### config.mk
export PLATFORM = sky130hd
export DESIGN_NAME = ssm_serial_master
export DESIGN_NICKNAME = d
export VERILOG_FILES = /design/src/rtl/ssm_pkg.sv /design/src/rtl/ssm_rate_timer.sv /design/src/rtl/ssm_shift_core.sv /design/src/rtl/ssm_serial_master.sv
export SDC_FILE = /design/constraint.sdc
export NUM_CORES = 1
export LEC_CHECK = 0
export ABC_CLOCK_PERIOD_IN_PS = 4100
export BUFFER_PORTS_ARGS = -buffer_cell sky130_fd_sc_hd__buf_2
export CORE_AREA = 2 2 100 102
export DETAILED_ROUTE_END_ITERATION = 10
export DIE_AREA = 0 0 102 104
export PLACE_DENSITY_LB_ADDON = 0.3
export SYNTH_ARGS = -nofsm -noshare
export SYNTH_HDL_FRONTEND = slang
export SYNTH_SLANG_ARGS = --single-unit
### constraint.sdc
create_clock -name clk -period 4.1 [get_ports clk]
set_input_delay 0.82 -clock clk [delete_from_list [all_inputs] [get_ports clk]]
set_output_delay 0.82 -clock clk [all_outputs]
set_load 0.01 [all_outputs]
### src/rtl/ssm_pkg.sv
package ssm_pkg;

    localparam int CMD_W      = 16;
    localparam int FRAME_MAX  = 24;
    localparam int LEN_W      = 5;
    localparam int CMD_MIN    = 4;
    localparam int FRAME_MIN  = 4;
    localparam int EN_BIT     = 12;
    localparam logic [2:0] CS_NONE = 3'd7;

    typedef enum logic [1:0] {
        A_DATA  = 2'd0,
        A_SETUP = 2'd1,
        A_STAT  = 2'd2,
        A_CTRL  = 2'd3
    } reg_addr_e;

    typedef struct packed {
        logic [CMD_W-1:0] cmd;
        logic [LEN_W-1:0] frame_len;
        logic [LEN_W-1:0] cmd_len;
    } xfer_cfg_t;

    typedef struct packed {
        logic [1:0] rate;
        logic       fall_edge;
        logic [2:0] cs;
    } bus_cfg_t;

    function automatic logic [LEN_W-1:0] clamp_len(input logic [LEN_W-1:0] v,
                                                   input logic [LEN_W-1:0] lo,
                                                   input logic [LEN_W-1:0] hi);
        if (v < lo) return lo;
        if (v > hi) return hi;
        return v;
    endfunction

    function automatic xfer_cfg_t decode_ctrl(input logic [31:0] w);
        xfer_cfg_t c;
        c.cmd       = w[31:32-CMD_W];
        c.frame_len = clamp_len(w[11:7], LEN_W'(FRAME_MIN), LEN_W'(FRAME_MAX));
        c.cmd_len   = clamp_len(w[4:0], LEN_W'(CMD_MIN), LEN_W'(CMD_W));
        return c;
    endfunction

endpackage

### src/rtl/ssm_rate_timer.sv
module ssm_rate_timer #(
    parameter int HALF_MIN = 1
) (
    input  logic       clk,
    input  logic       rst,
    input  logic       restart,
    input  logic       run,
    input  logic [1:0] rate,
    output logic       phase,
    output logic       rise_tick,
    output logic       fall_tick
);
    localparam int HALF_MAX = HALF_MIN * 8;
    localparam int CNT_W    = $clog2(HALF_MAX + 1);

    logic [CNT_W-1:0] cnt;
    logic [CNT_W-1:0] half;
    logic             wrap;

    always_comb begin
        half = CNT_W'(HALF_MIN) << (2'd3 - rate);
        wrap = (cnt == half - 1'b1);
    end

    always_ff @(posedge clk) begin
        if (rst || restart) begin
            cnt   <= '0;
            phase <= 1'b0;
        end else if (run) begin
            if (wrap) begin
                cnt   <= '0;
                phase <= ~phase;
            end else begin
                cnt <= cnt + 1'b1;
            end
        end
    end

    assign rise_tick = run && wrap && !phase;
    assign fall_tick = run && wrap &&  phase;

endmodule

### src/rtl/ssm_shift_core.sv
module ssm_shift_core
    import ssm_pkg::*;
(
    input  logic                 clk,
    input  logic                 rst,
    input  logic                 load,
    input  xfer_cfg_t            cfg_in,
    input  logic                 run,
    input  logic                 rise_tick,
    input  logic                 fall_tick,
    input  logic                 miso,
    output logic                 mosi,
    output logic                 last_bit,
    output logic [FRAME_MAX-1:0] rx_word
);
    logic [CMD_W-1:0] cmd_sh;
    logic [LEN_W-1:0] bit_idx;
    logic [LEN_W-1:0] cmd_len;
    logic [LEN_W-1:0] frame_len;

    assign mosi     = run && (bit_idx < cmd_len) ? cmd_sh[CMD_W-1] : 1'b0;
    assign last_bit = (bit_idx == frame_len - 1'b1);

    always_ff @(posedge clk) begin
        if (rst) begin
            cmd_sh    <= '0;
            bit_idx   <= '0;
            cmd_len   <= '0;
            frame_len <= '0;
            rx_word   <= '0;
        end else if (load) begin
            cmd_sh    <= cfg_in.cmd;
            cmd_len   <= cfg_in.cmd_len;
            frame_len <= cfg_in.frame_len;
            bit_idx   <= '0;
            rx_word   <= '0;
        end else begin
            if (rise_tick)
                rx_word <= {rx_word[FRAME_MAX-2:0], miso};
            if (fall_tick) begin
                bit_idx <= bit_idx + 1'b1;
                cmd_sh  <= cmd_sh << 1;
            end
        end
    end

endmodule

### src/rtl/ssm_serial_master.sv
module ssm_serial_master
    import ssm_pkg::*;
#(
    parameter int HALF_MIN = 1
) (
    input  logic        clk,
    input  logic        rst,
    input  logic        reg_wr,
    input  logic        reg_rd,
    input  logic [1:0]  reg_addr,
    input  logic [31:0] reg_wdata,
    output logic [31:0] reg_rdata,
    output logic        busy,
    output logic        eot_irq,
    output logic [2:0]  cs_code,
    output logic        sclk,
    output logic        mosi,
    input  logic        miso
);
    bus_cfg_t             setup_q;
    logic [31:0]          ctrl_q;
    logic                 busy_q;
    logic                 irq_q;
    logic [FRAME_MAX-1:0] data_q;

    logic                 wr_ctrl, wr_setup, rd_data, start, done;
    logic                 phase, rise_tick, fall_tick, last_bit;
    logic [FRAME_MAX-1:0] rx_word;
    xfer_cfg_t            new_cfg;

    assign wr_ctrl  = reg_wr && (reg_addr == 2'(A_DATA)) && !busy_q;
    assign wr_setup = reg_wr && (reg_addr == 2'(A_SETUP)) && !busy_q;
    assign rd_data  = reg_rd && (reg_addr == 2'(A_DATA));
    assign start    = wr_ctrl && reg_wdata[EN_BIT];
    assign done     = fall_tick && last_bit;
    assign new_cfg  = decode_ctrl(reg_wdata);

    ssm_rate_timer #(.HALF_MIN(HALF_MIN)) timer_i (
        .clk       (clk),
        .rst       (rst),
        .restart   (start),
        .run       (busy_q),
        .rate      (setup_q.rate),
        .phase     (phase),
        .rise_tick (rise_tick),
        .fall_tick (fall_tick)
    );

    ssm_shift_core shift_i (
        .clk       (clk),
        .rst       (rst),
        .load      (start),
        .cfg_in    (new_cfg),
        .run       (busy_q),
        .rise_tick (rise_tick),
        .fall_tick (fall_tick),
        .miso      (miso),
        .mosi      (mosi),
        .last_bit  (last_bit),
        .rx_word   (rx_word)
    );

    always_ff @(posedge clk) begin
        if (rst) begin
            setup_q <= '{rate: 2'd0, fall_edge: 1'b0, cs: CS_NONE};
            ctrl_q  <= '0;
            busy_q  <= 1'b0;
            irq_q   <= 1'b0;
            data_q  <= '0;
        end else begin
            if (wr_ctrl)
                ctrl_q <= reg_wdata & ~(32'd1 << EN_BIT);
            if (wr_setup)
                setup_q <= bus_cfg_t'(reg_wdata[5:0]);
            if (start) begin
                busy_q <= 1'b1;
            end else if (done) begin
                busy_q <= 1'b0;
                data_q <= rx_word;
            end
            if (done)
                irq_q <= 1'b1;
            else if (rd_data)
                irq_q <= 1'b0;
        end
    end

    always_comb begin
        case (reg_addr)
            2'(A_DATA):  reg_rdata = {{(32-FRAME_MAX){1'b0}}, data_q};
            2'(A_SETUP): reg_rdata = {26'd0, setup_q};
            2'(A_STAT):  reg_rdata = {30'd0, irq_q, busy_q};
            default:     reg_rdata = ctrl_q;
        endcase
    end

    assign busy    = busy_q;
    assign eot_irq = irq_q;
    assign cs_code = setup_q.cs;
    assign sclk    = busy_q ? (phase ^ setup_q.fall_edge) : setup_q.fall_edge;

endmodule

==> impl_metrics.ini, run 1 <==
[min_path]
min_to = ctrl_q[5]$_SDFFE_PP0P_
min-delay-path-class = flop to flop
worstHoldPathCells = 2
min_from = ctrl_q[5]$_SDFFE_PP0P_

[final_layout]
utilization_pct = 67.66
count_of_filler_cells_inserted_in_the_layout = 806
final_common_cell = sky130_fd_sc_hd__dfxtp_1
antennaDiodeCount = 0
multi_input_area_um2 = 2786
leading_cell_types_in_the_layout_fill_and_taps_excluded = 123 x sky130_fd_sc_hd__dfxtp_1, 110 x sky130_fd_sc_hd__nand2_1, 77 x sky130_fd_sc_hd__buf_2
post_route_cells_drive_above_1_share_pct = 17.58
seqCellArea_um2 = 2462
final_net_count = 764
area_delta_synth_final_pct = 16.46
final_cell_count_no_fill = 861

[floorplan]
core_area_um2 = 9549
std_cell_rows = 36
die_h_um = 104
num_io_pins = 78
die_w_um = 102
die-area_um2 = 10610
starting_density_of_the_core_pct = 58.10

[clocking]
clk_root_buffer_cell = sky130_fd_sc_hd__clkbuf_8
cts_tree = done
worst_setup_hold_path_clk_slew_ns = 0.05
cts_repair_resize_count = 0
inserted_clock_buffers = 17
cts.repair_timing.setup_buffer_count = 0
ctsHoldBuffers = 0
worstSkewPairLatency_ns = 0.51
max-clock-path-buffers = 2
cts.htree.levels = 4
clkSinkCount = 123

[yosys]
asyncSetResetFlopFracSynth_pct = 0
avgSynthCellArea_um2 = 8.355
synth_sequential_area_ratio_pct = 44.38
netlist_area_before_placement_um2 = 5548
post_synth_inst_count = 664
synth_cell_type_count = 44
synth_enable_flop_cells = 0
synth_top_flop_cell = sky130_fd_sc_hd__dfxtp_1
postSynthNetCount = 710
number_of_warnings_reported_in_the_yosys_synthesis_log = 0
yosys_reg_bits = 123

[sta]
final.setup_skew_ns = 0.009557
max_slew_margin_pct = 49.52
setup-violations-final = 0
timing.final.crit_share_pct = 73.97
fin_setup_tns_ns = 0
fmaxAchievable_mhz = 329.7
tightestPinTransition_ns = 0.7572
slew_violations = 0
hold_ws_ns = 0.4502
report.final.hold_viol_count = 0
period_needed_ns = 3.033
rsz_0062_raised_after_global_routing = false

[worst_setup_path]
reg2reg_to = data_q[3]$_SDFFE_PP0P_
timing.critical_path.arrival_ns = 2.21
ff2ff_setup_slack_ns = 1.65
critical_path_required_ns = 3.28
reg2reg_from = timer_i.cnt[0]$_SDFFE_PP0P_
setup.worst_path.start_class = primary input
worstPathMaxFanout = 18
worstSetupEndpointType = primary output
reg2reg_depth = 7
critical_path_class = primary input to primary output

[detailed_routing]
antenna_violating_nets_post_route = 0
dr.first_iter.drc_count = 271
detail_route.first_pass.iterations = 6
route.vias.total = 4835
wire_per_inst_um = 15.56
detail_route.vias_per_cell = 5.616
drt_drc_violations_left = 0
wl_um = 13400

[pwr]
clock_power_share_pct = 48.7
worst_ir_drop_vdd_uv = 309.4
total_internal_power_uw = 2096
total_leakage_power_uw = 0.002475
p_seq_share_pct = 45.6
p_switching_uw = 607.5
swShare_pct = 22.48
power_frac_comb_pct = 5.7
power_density_nw_per_um2 = 418.4

[placement]
port_buffers = 77
placed_cells = 832
dp_hpwl_um = 8977
gp_routability_congestion = 0.8158

[global_route]
grt_start_max_net_pins = 67
vias_in_the_first_global_route = 4547
grt_use_total_pct = 25.95
antenna_violations_before_repair = 0
grt_overflow = 0
grt_first_pass_wirelength_um = 21790

[job]
max_cap_viol_count = 0

[run_status]
outcome = complete, no violations
## stage by stage
stage	instance area, um2	worst slack [ns]	total power (uW)
3_5_place_dp	5939	1.085	1411
5_1_grt	6461	0.9587	2789
3_3_place_gp	5939	1.177	1406
4_1_cts	6461	1.076	2716
2_1_floorplan	5548	1.391	1353
6_report	6461	1.067	2703
## sequential cells by signal, summed over array words and instances, names as in the netlist
signal	cells
shift_i.bit_idx	5
timer_i.phase	1
cs_code	3
setup_q	3
eot_irq	1
busy	1
shift_i.frame_len	5
data_q	24
timer_i.cnt	4
shift_i.cmd_sh	16
shift_i.rx_word	24
shift_i.cmd_len	5
ctrl_q	31
## power groups by stage
stage | logic (uW) | clock network [uW] | registers, uW
after global placement | 149 | 0 | 1260
final | 155 | 1320 | 1230
after floorplan | 102 | 0 | 1250
after detailed placement | 154 | 0 | 1260
after CTS | 155 | 1330 | 1230
after global routing | 171 | 1380 | 1230
## per-layer routing
metal  global-route usage (%)  routed length, um
met4                    11.33                339
met1                    32.24               5693
met3                    5.914                730
met5                        0                  0
met2                    42.62               6633
## final cells by class
class | instances | share of cell area, %
clock inverter | 8 | 1.123
clock buffer | 21 | 6.952
timing repair buffer | 88 | 7.242
inverter | 15 | 0.8714
sequential | 123 | 38.11
multi-input combinational | 473 | 43.13
tap | 133 | 2.576
## kinds of logic after synthesis
group,after synthesis,share of synthesized area (%)
buf+inv,68,5.638
flops,123,44.38
simple gates,286,24.29
fa+ha+maj,7,1.579
mux,34,6.676
compound gates,137,16.01
xor+xnor,9,1.421
## how the worst max path moves through the flow
stage	startpoint	end	slack, ns	cells past startpoint
3_3_place_gp	reg_addr[1]	reg_rdata[7]	1.18	4
5_1_grt	reg_addr[1]	reg_rdata[14]	0.96	4
4_1_cts	reg_addr[1]	reg_rdata[11]	1.08	4
3_5_place_dp	reg_addr[1]	reg_rdata[11]	1.09	4
6_report	reg_addr[1]	reg_rdata[11]	1.07	4
2_1_floorplan	reg_addr[1]	reg_rdata[10]	1.39	5
## worst max-delay path, cell delays in order
cell and delay [ns]:
sky130_fd_sc_hd__buf_2 0.34, sky130_fd_sc_hd__and2_1 0.66, sky130_fd_sc_hd__a22o_1 0.25, sky130_fd_sc_hd__buf_2 0.13
## cells in the mapped netlist, types with 2 or more instances
master | number | area share [%]
sky130_fd_sc_hd__nor3_1 | 7 | 0.63
sky130_fd_sc_hd__o2111ai_1 | 2 | 0.32
sky130_fd_sc_hd__nand2b_1 | 51 | 5.8
sky130_fd_sc_hd__o21ai_0 | 33 | 3.0
sky130_fd_sc_hd__mux2i_1 | 28 | 5.1
sky130_fd_sc_hd__a2111oi_0 | 14 | 2.2
sky130_fd_sc_hd__nand3b_1 | 5 | 0.68
sky130_fd_sc_hd__xor2_1 | 5 | 0.79
sky130_fd_sc_hd__a211oi_1 | 4 | 0.54
sky130_fd_sc_hd__a21boi_0 | 2 | 0.27
sky130_fd_sc_hd__mux4_2 | 2 | 0.81
sky130_fd_sc_hd__and2_1 | 3 | 0.34
sky130_fd_sc_hd__nand2_1 | 110 | 7.4
sky130_fd_sc_hd__a21oi_1 | 46 | 4.1
sky130_fd_sc_hd__and3_1 | 9 | 1.0
sky130_fd_sc_hd__dfxtp_1 | 123 | 44
sky130_fd_sc_hd__inv_1 | 15 | 1.0
sky130_fd_sc_hd__buf_4 | 6 | 0.81
sky130_fd_sc_hd__buf_6 | 3 | 0.61
sky130_fd_sc_hd__a21o_1 | 3 | 0.41
sky130_fd_sc_hd__clkbuf_1 | 31 | 2.1
sky130_fd_sc_hd__buf_2 | 10 | 0.90
sky130_fd_sc_hd__mux2_2 | 4 | 0.81
sky130_fd_sc_hd__a22o_1 | 22 | 3.5
sky130_fd_sc_hd__nand3_1 | 30 | 2.7
sky130_fd_sc_hd__or4_1 | 2 | 0.27
sky130_fd_sc_hd__o211ai_1 | 2 | 0.27
sky130_fd_sc_hd__a211o_1 | 3 | 0.47
sky130_fd_sc_hd__ha_1 | 7 | 1.6
sky130_fd_sc_hd__nor2_1 | 63 | 4.3
sky130_fd_sc_hd__buf_1 | 3 | 0.20
sky130_fd_sc_hd__xnor2_1 | 4 | 0.63
Note: power is estimated with default switching activity, not from simulation.
==> inputs of run 2 (changes only) <==
- ABC_CLOCK_PERIOD_IN_PS: 4100 -> 2700
- CORE_AREA: 2 2 100 102 -> 2 2 107 109
- DIE_AREA: 0 0 102 104 -> 0 0 109 111
- clock period: 4.1 -> 2.7 ns (I/O delays scaled with it)
==> run 2 against run 1 <==
Total power rose by 60%; critical path depth grew 2; sequential share of layout area is 0.70 points lower; global-route usage down 2.8 points; clock-buffer cell count rose by 3; cell area grew 1.9%; sequential power rose by 52%; combinational power increased by 57%; clock skew down 0.0039 ns; utilization shrank 8.2 points; critical endpoint is now mosi.
==> impl_metrics.ini, run 2 (synthesis results as in run 1) <==
[global_route]
antenna_violations_before_repair = 0
vias_in_the_first_global_route = 4505
grt_first_pass_wirelength_um = 21670
grt_start_max_net_pins = 99
grt_overflow = 0
grt_use_total_pct = 23.15

[sta]
timing.final.ws_setup_ns = 0.1145
fmaxAchievable_mhz = 386.8
timing.final.crit_share_pct = 95.76
max_slew_margin_pct = 68.18
fin_setup_tns_ns = 0
tightestPinTransition_ns = 0.4774
rsz_0062_raised_after_global_routing = false
setup-violations-final = 0
report.final.hold_viol_count = 0
final.setup_skew_ns = 0.005660
slew_violations = 0
period_needed_ns = 2.585

[clocking]
worstSkewPairLatency_ns = 0.41
cts.htree.levels = 4
max-clock-path-buffers = 2
ctsHoldBuffers = 0
inserted_clock_buffers = 17
worst_setup_hold_path_clk_slew_ns = 0.05
clk_root_buffer_cell = sky130_fd_sc_hd__clkbuf_16
clkSinkCount = 123
cts_tree = done
cts.repair_timing.setup_buffer_count = 0
cts_repair_resize_count = 0

[placement]
place_worst_setup_slack_ns = 0.3436
placed_cells = 845
gp_routability_congestion = 0.8581
dp_hpwl_um = 8945
port_buffers = 77

[worst_setup_path]
timing.critical_path.arrival_ns = 2.05
timing.critical_path.mode_cell = sky130_fd_sc_hd__a21o_1
critical_path_required_ns = 2.16
reg2reg_from = timer_i.cnt[0]$_SDFFE_PP0P_
critical_path_class = flop to primary output
timing.critical_path.max_delay_family = compound AO/OA/AOI/OAI gates
critical-path-max-stage-delay_ns = 0.43
worstSetupEndpointType = primary output
setup.worst_path.start_class = flop
worstPathMaxFanout = 5
cp_slowest_cell = sky130_fd_sc_hd__dfxtp_1
cp_num_cells = 6
critPathBufInv = 1
reg2reg_to = data_q[18]$_SDFFE_PP0P_
ff2ff_setup_slack_ns = 0.46
timing.critical_path.cells = ha_1 -> a21o_1 -> a21o_1 -> a21o_1 -> a211oi_1 -> buf_2
reg2reg_depth = 6

[detailed_routing]
antenna_violating_nets_post_route = 0
detail_route.vias_per_cell = 5.433
wire_per_inst_um = 15.22
route.vias.total = 4765
drt_drc_violations_left = 0
wl_um = 13350
detail_route.first_pass.iterations = 5
dr.first_iter.drc_count = 346

[run_status]
outcome = complete, no violations

[floorplan]
die-area_um2 = 12100
num_io_pins = 78
die_h_um = 111
core_area_um2 = 11080
starting_density_of_the_core_pct = 50.08
std_cell_rows = 39
die_w_um = 109

[pwr]
power.total_uw = 4334
total_leakage_power_uw = 0.002544
power_density_nw_per_um2 = 658.5
worst_ir_drop_vdd_uv = 453.4

[final_layout]
utilization_pct = 59.41
final_common_cell = sky130_fd_sc_hd__dfxtp_1
post_route_cells_drive_above_1_share_pct = 18.12
area_delta_synth_final_pct = 18.63
antennaDiodeCount = 0
registers.top_by_ff_count = ctrl_q
final_cell_count_no_fill = 877
leading_registers_by_flop_count = ctrl_q x31, data_q x24, shift_i.rx_word x24
leading_cell_types_in_the_layout_fill_and_taps_excluded = 123 x sky130_fd_sc_hd__dfxtp_1, 110 x sky130_fd_sc_hd__nand2_1, 77 x sky130_fd_sc_hd__buf_2
final_net_count = 767
largest_reg_flops = 31

[min_path]
min_to = ctrl_q[6]$_SDFFE_PP0P_
min-delay-path-class = primary input to flop
min_from = reg_wdata[6]
worstHoldPathCells = 3

[job]
max_cap_viol_count = 0
## run 2: changes by cell type in the layout (fill, tap and decap cells not counted)
cell / delta
sky130_fd_sc_hd__bufinv_16: +1
sky130_fd_sc_hd__clkbuf_1: +1
sky130_fd_sc_hd__clkbuf_8: +1
sky130_fd_sc_hd__buf_12: +2
sky130_fd_sc_hd__clkinv_2: +2
sky130_fd_sc_hd__clkbuf_16: +1
sky130_fd_sc_hd__buf_4: +1
sky130_fd_sc_hd__clkinvlp_4: -3
## run 2: how the worst max path moves through the flow
stage,slack (ns),start,endpoint
2_1_floorplan,0.55,reg_addr[1],reg_rdata[10]
3_3_place_gp,0.40,reg_addr[1],shift_i.bit_idx[3]$_SDFFE_PP0P_
3_5_place_dp,0.34,reg_addr[0],shift_i.cmd_sh[4]$_SDFFE_PP0P_
4_1_cts,0.1,shift_i.bit_idx[1]$_SDFFE_PP0P_,mosi
5_1_grt,0.003,shift_i.bit_idx[1]$_SDFFE_PP0P_,mosi
6_report,0.11,shift_i.bit_idx[1]$_SDFFE_PP0P_,mosi
## run 2: routing by layer
layer / vias up / GRT usage [%] / wire [um]
met5: - / 0 / 0
met4: 0 / 7.350 / 155
met3: 13 / 6.820 / 599
met2: 113 / 39.21 / 6799
met1: 2252 / 27.87 / 5791
li1: 2387 / - / -
## run 2: cell type report
cell class | count | area, um2
clock inverters | 8 | 90.09
repair buffers | 91 | 515.5
clock buffers | 24 | 491.7
multi-input cells | 473 | 2786
fillers | 988 | 4496
inverters | 15 | 56.30
well taps | 143 | 178.9
flip-flops and latches | 123 | 2462
## run 2: power breakdown
group	internal, uW	leakage, uW	switching, uW
Combinational	96.1	0.00126	147
Clock	1450	0.000294	774
Sequential	1850	0.000995	22.1
## run 2: worst reg2reg max path, stage by stage, from the launching register on
cell,delay [ns]
sky130_fd_sc_hd__dfxtp_1,0.44
sky130_fd_sc_hd__nor4bb_1,0.40
sky130_fd_sc_hd__a22o_1,0.28
sky130_fd_sc_hd__o21ai_2,0.10
sky130_fd_sc_hd__nor3_2,0.21
sky130_fd_sc_hd__buf_4,0.45
sky130_fd_sc_hd__mux2i_1,0.28
## run 2: through the flow
stage / hold WS [ns] / instance area [um2]
final: 0.3642 / 6581
after global placement: 0.4419 / 6000
after CTS: 0.3476 / 6581
after global routing: 0.3634 / 6581
after detailed placement: 0.4426 / 6000
after floorplan: 0.4319 / 5548
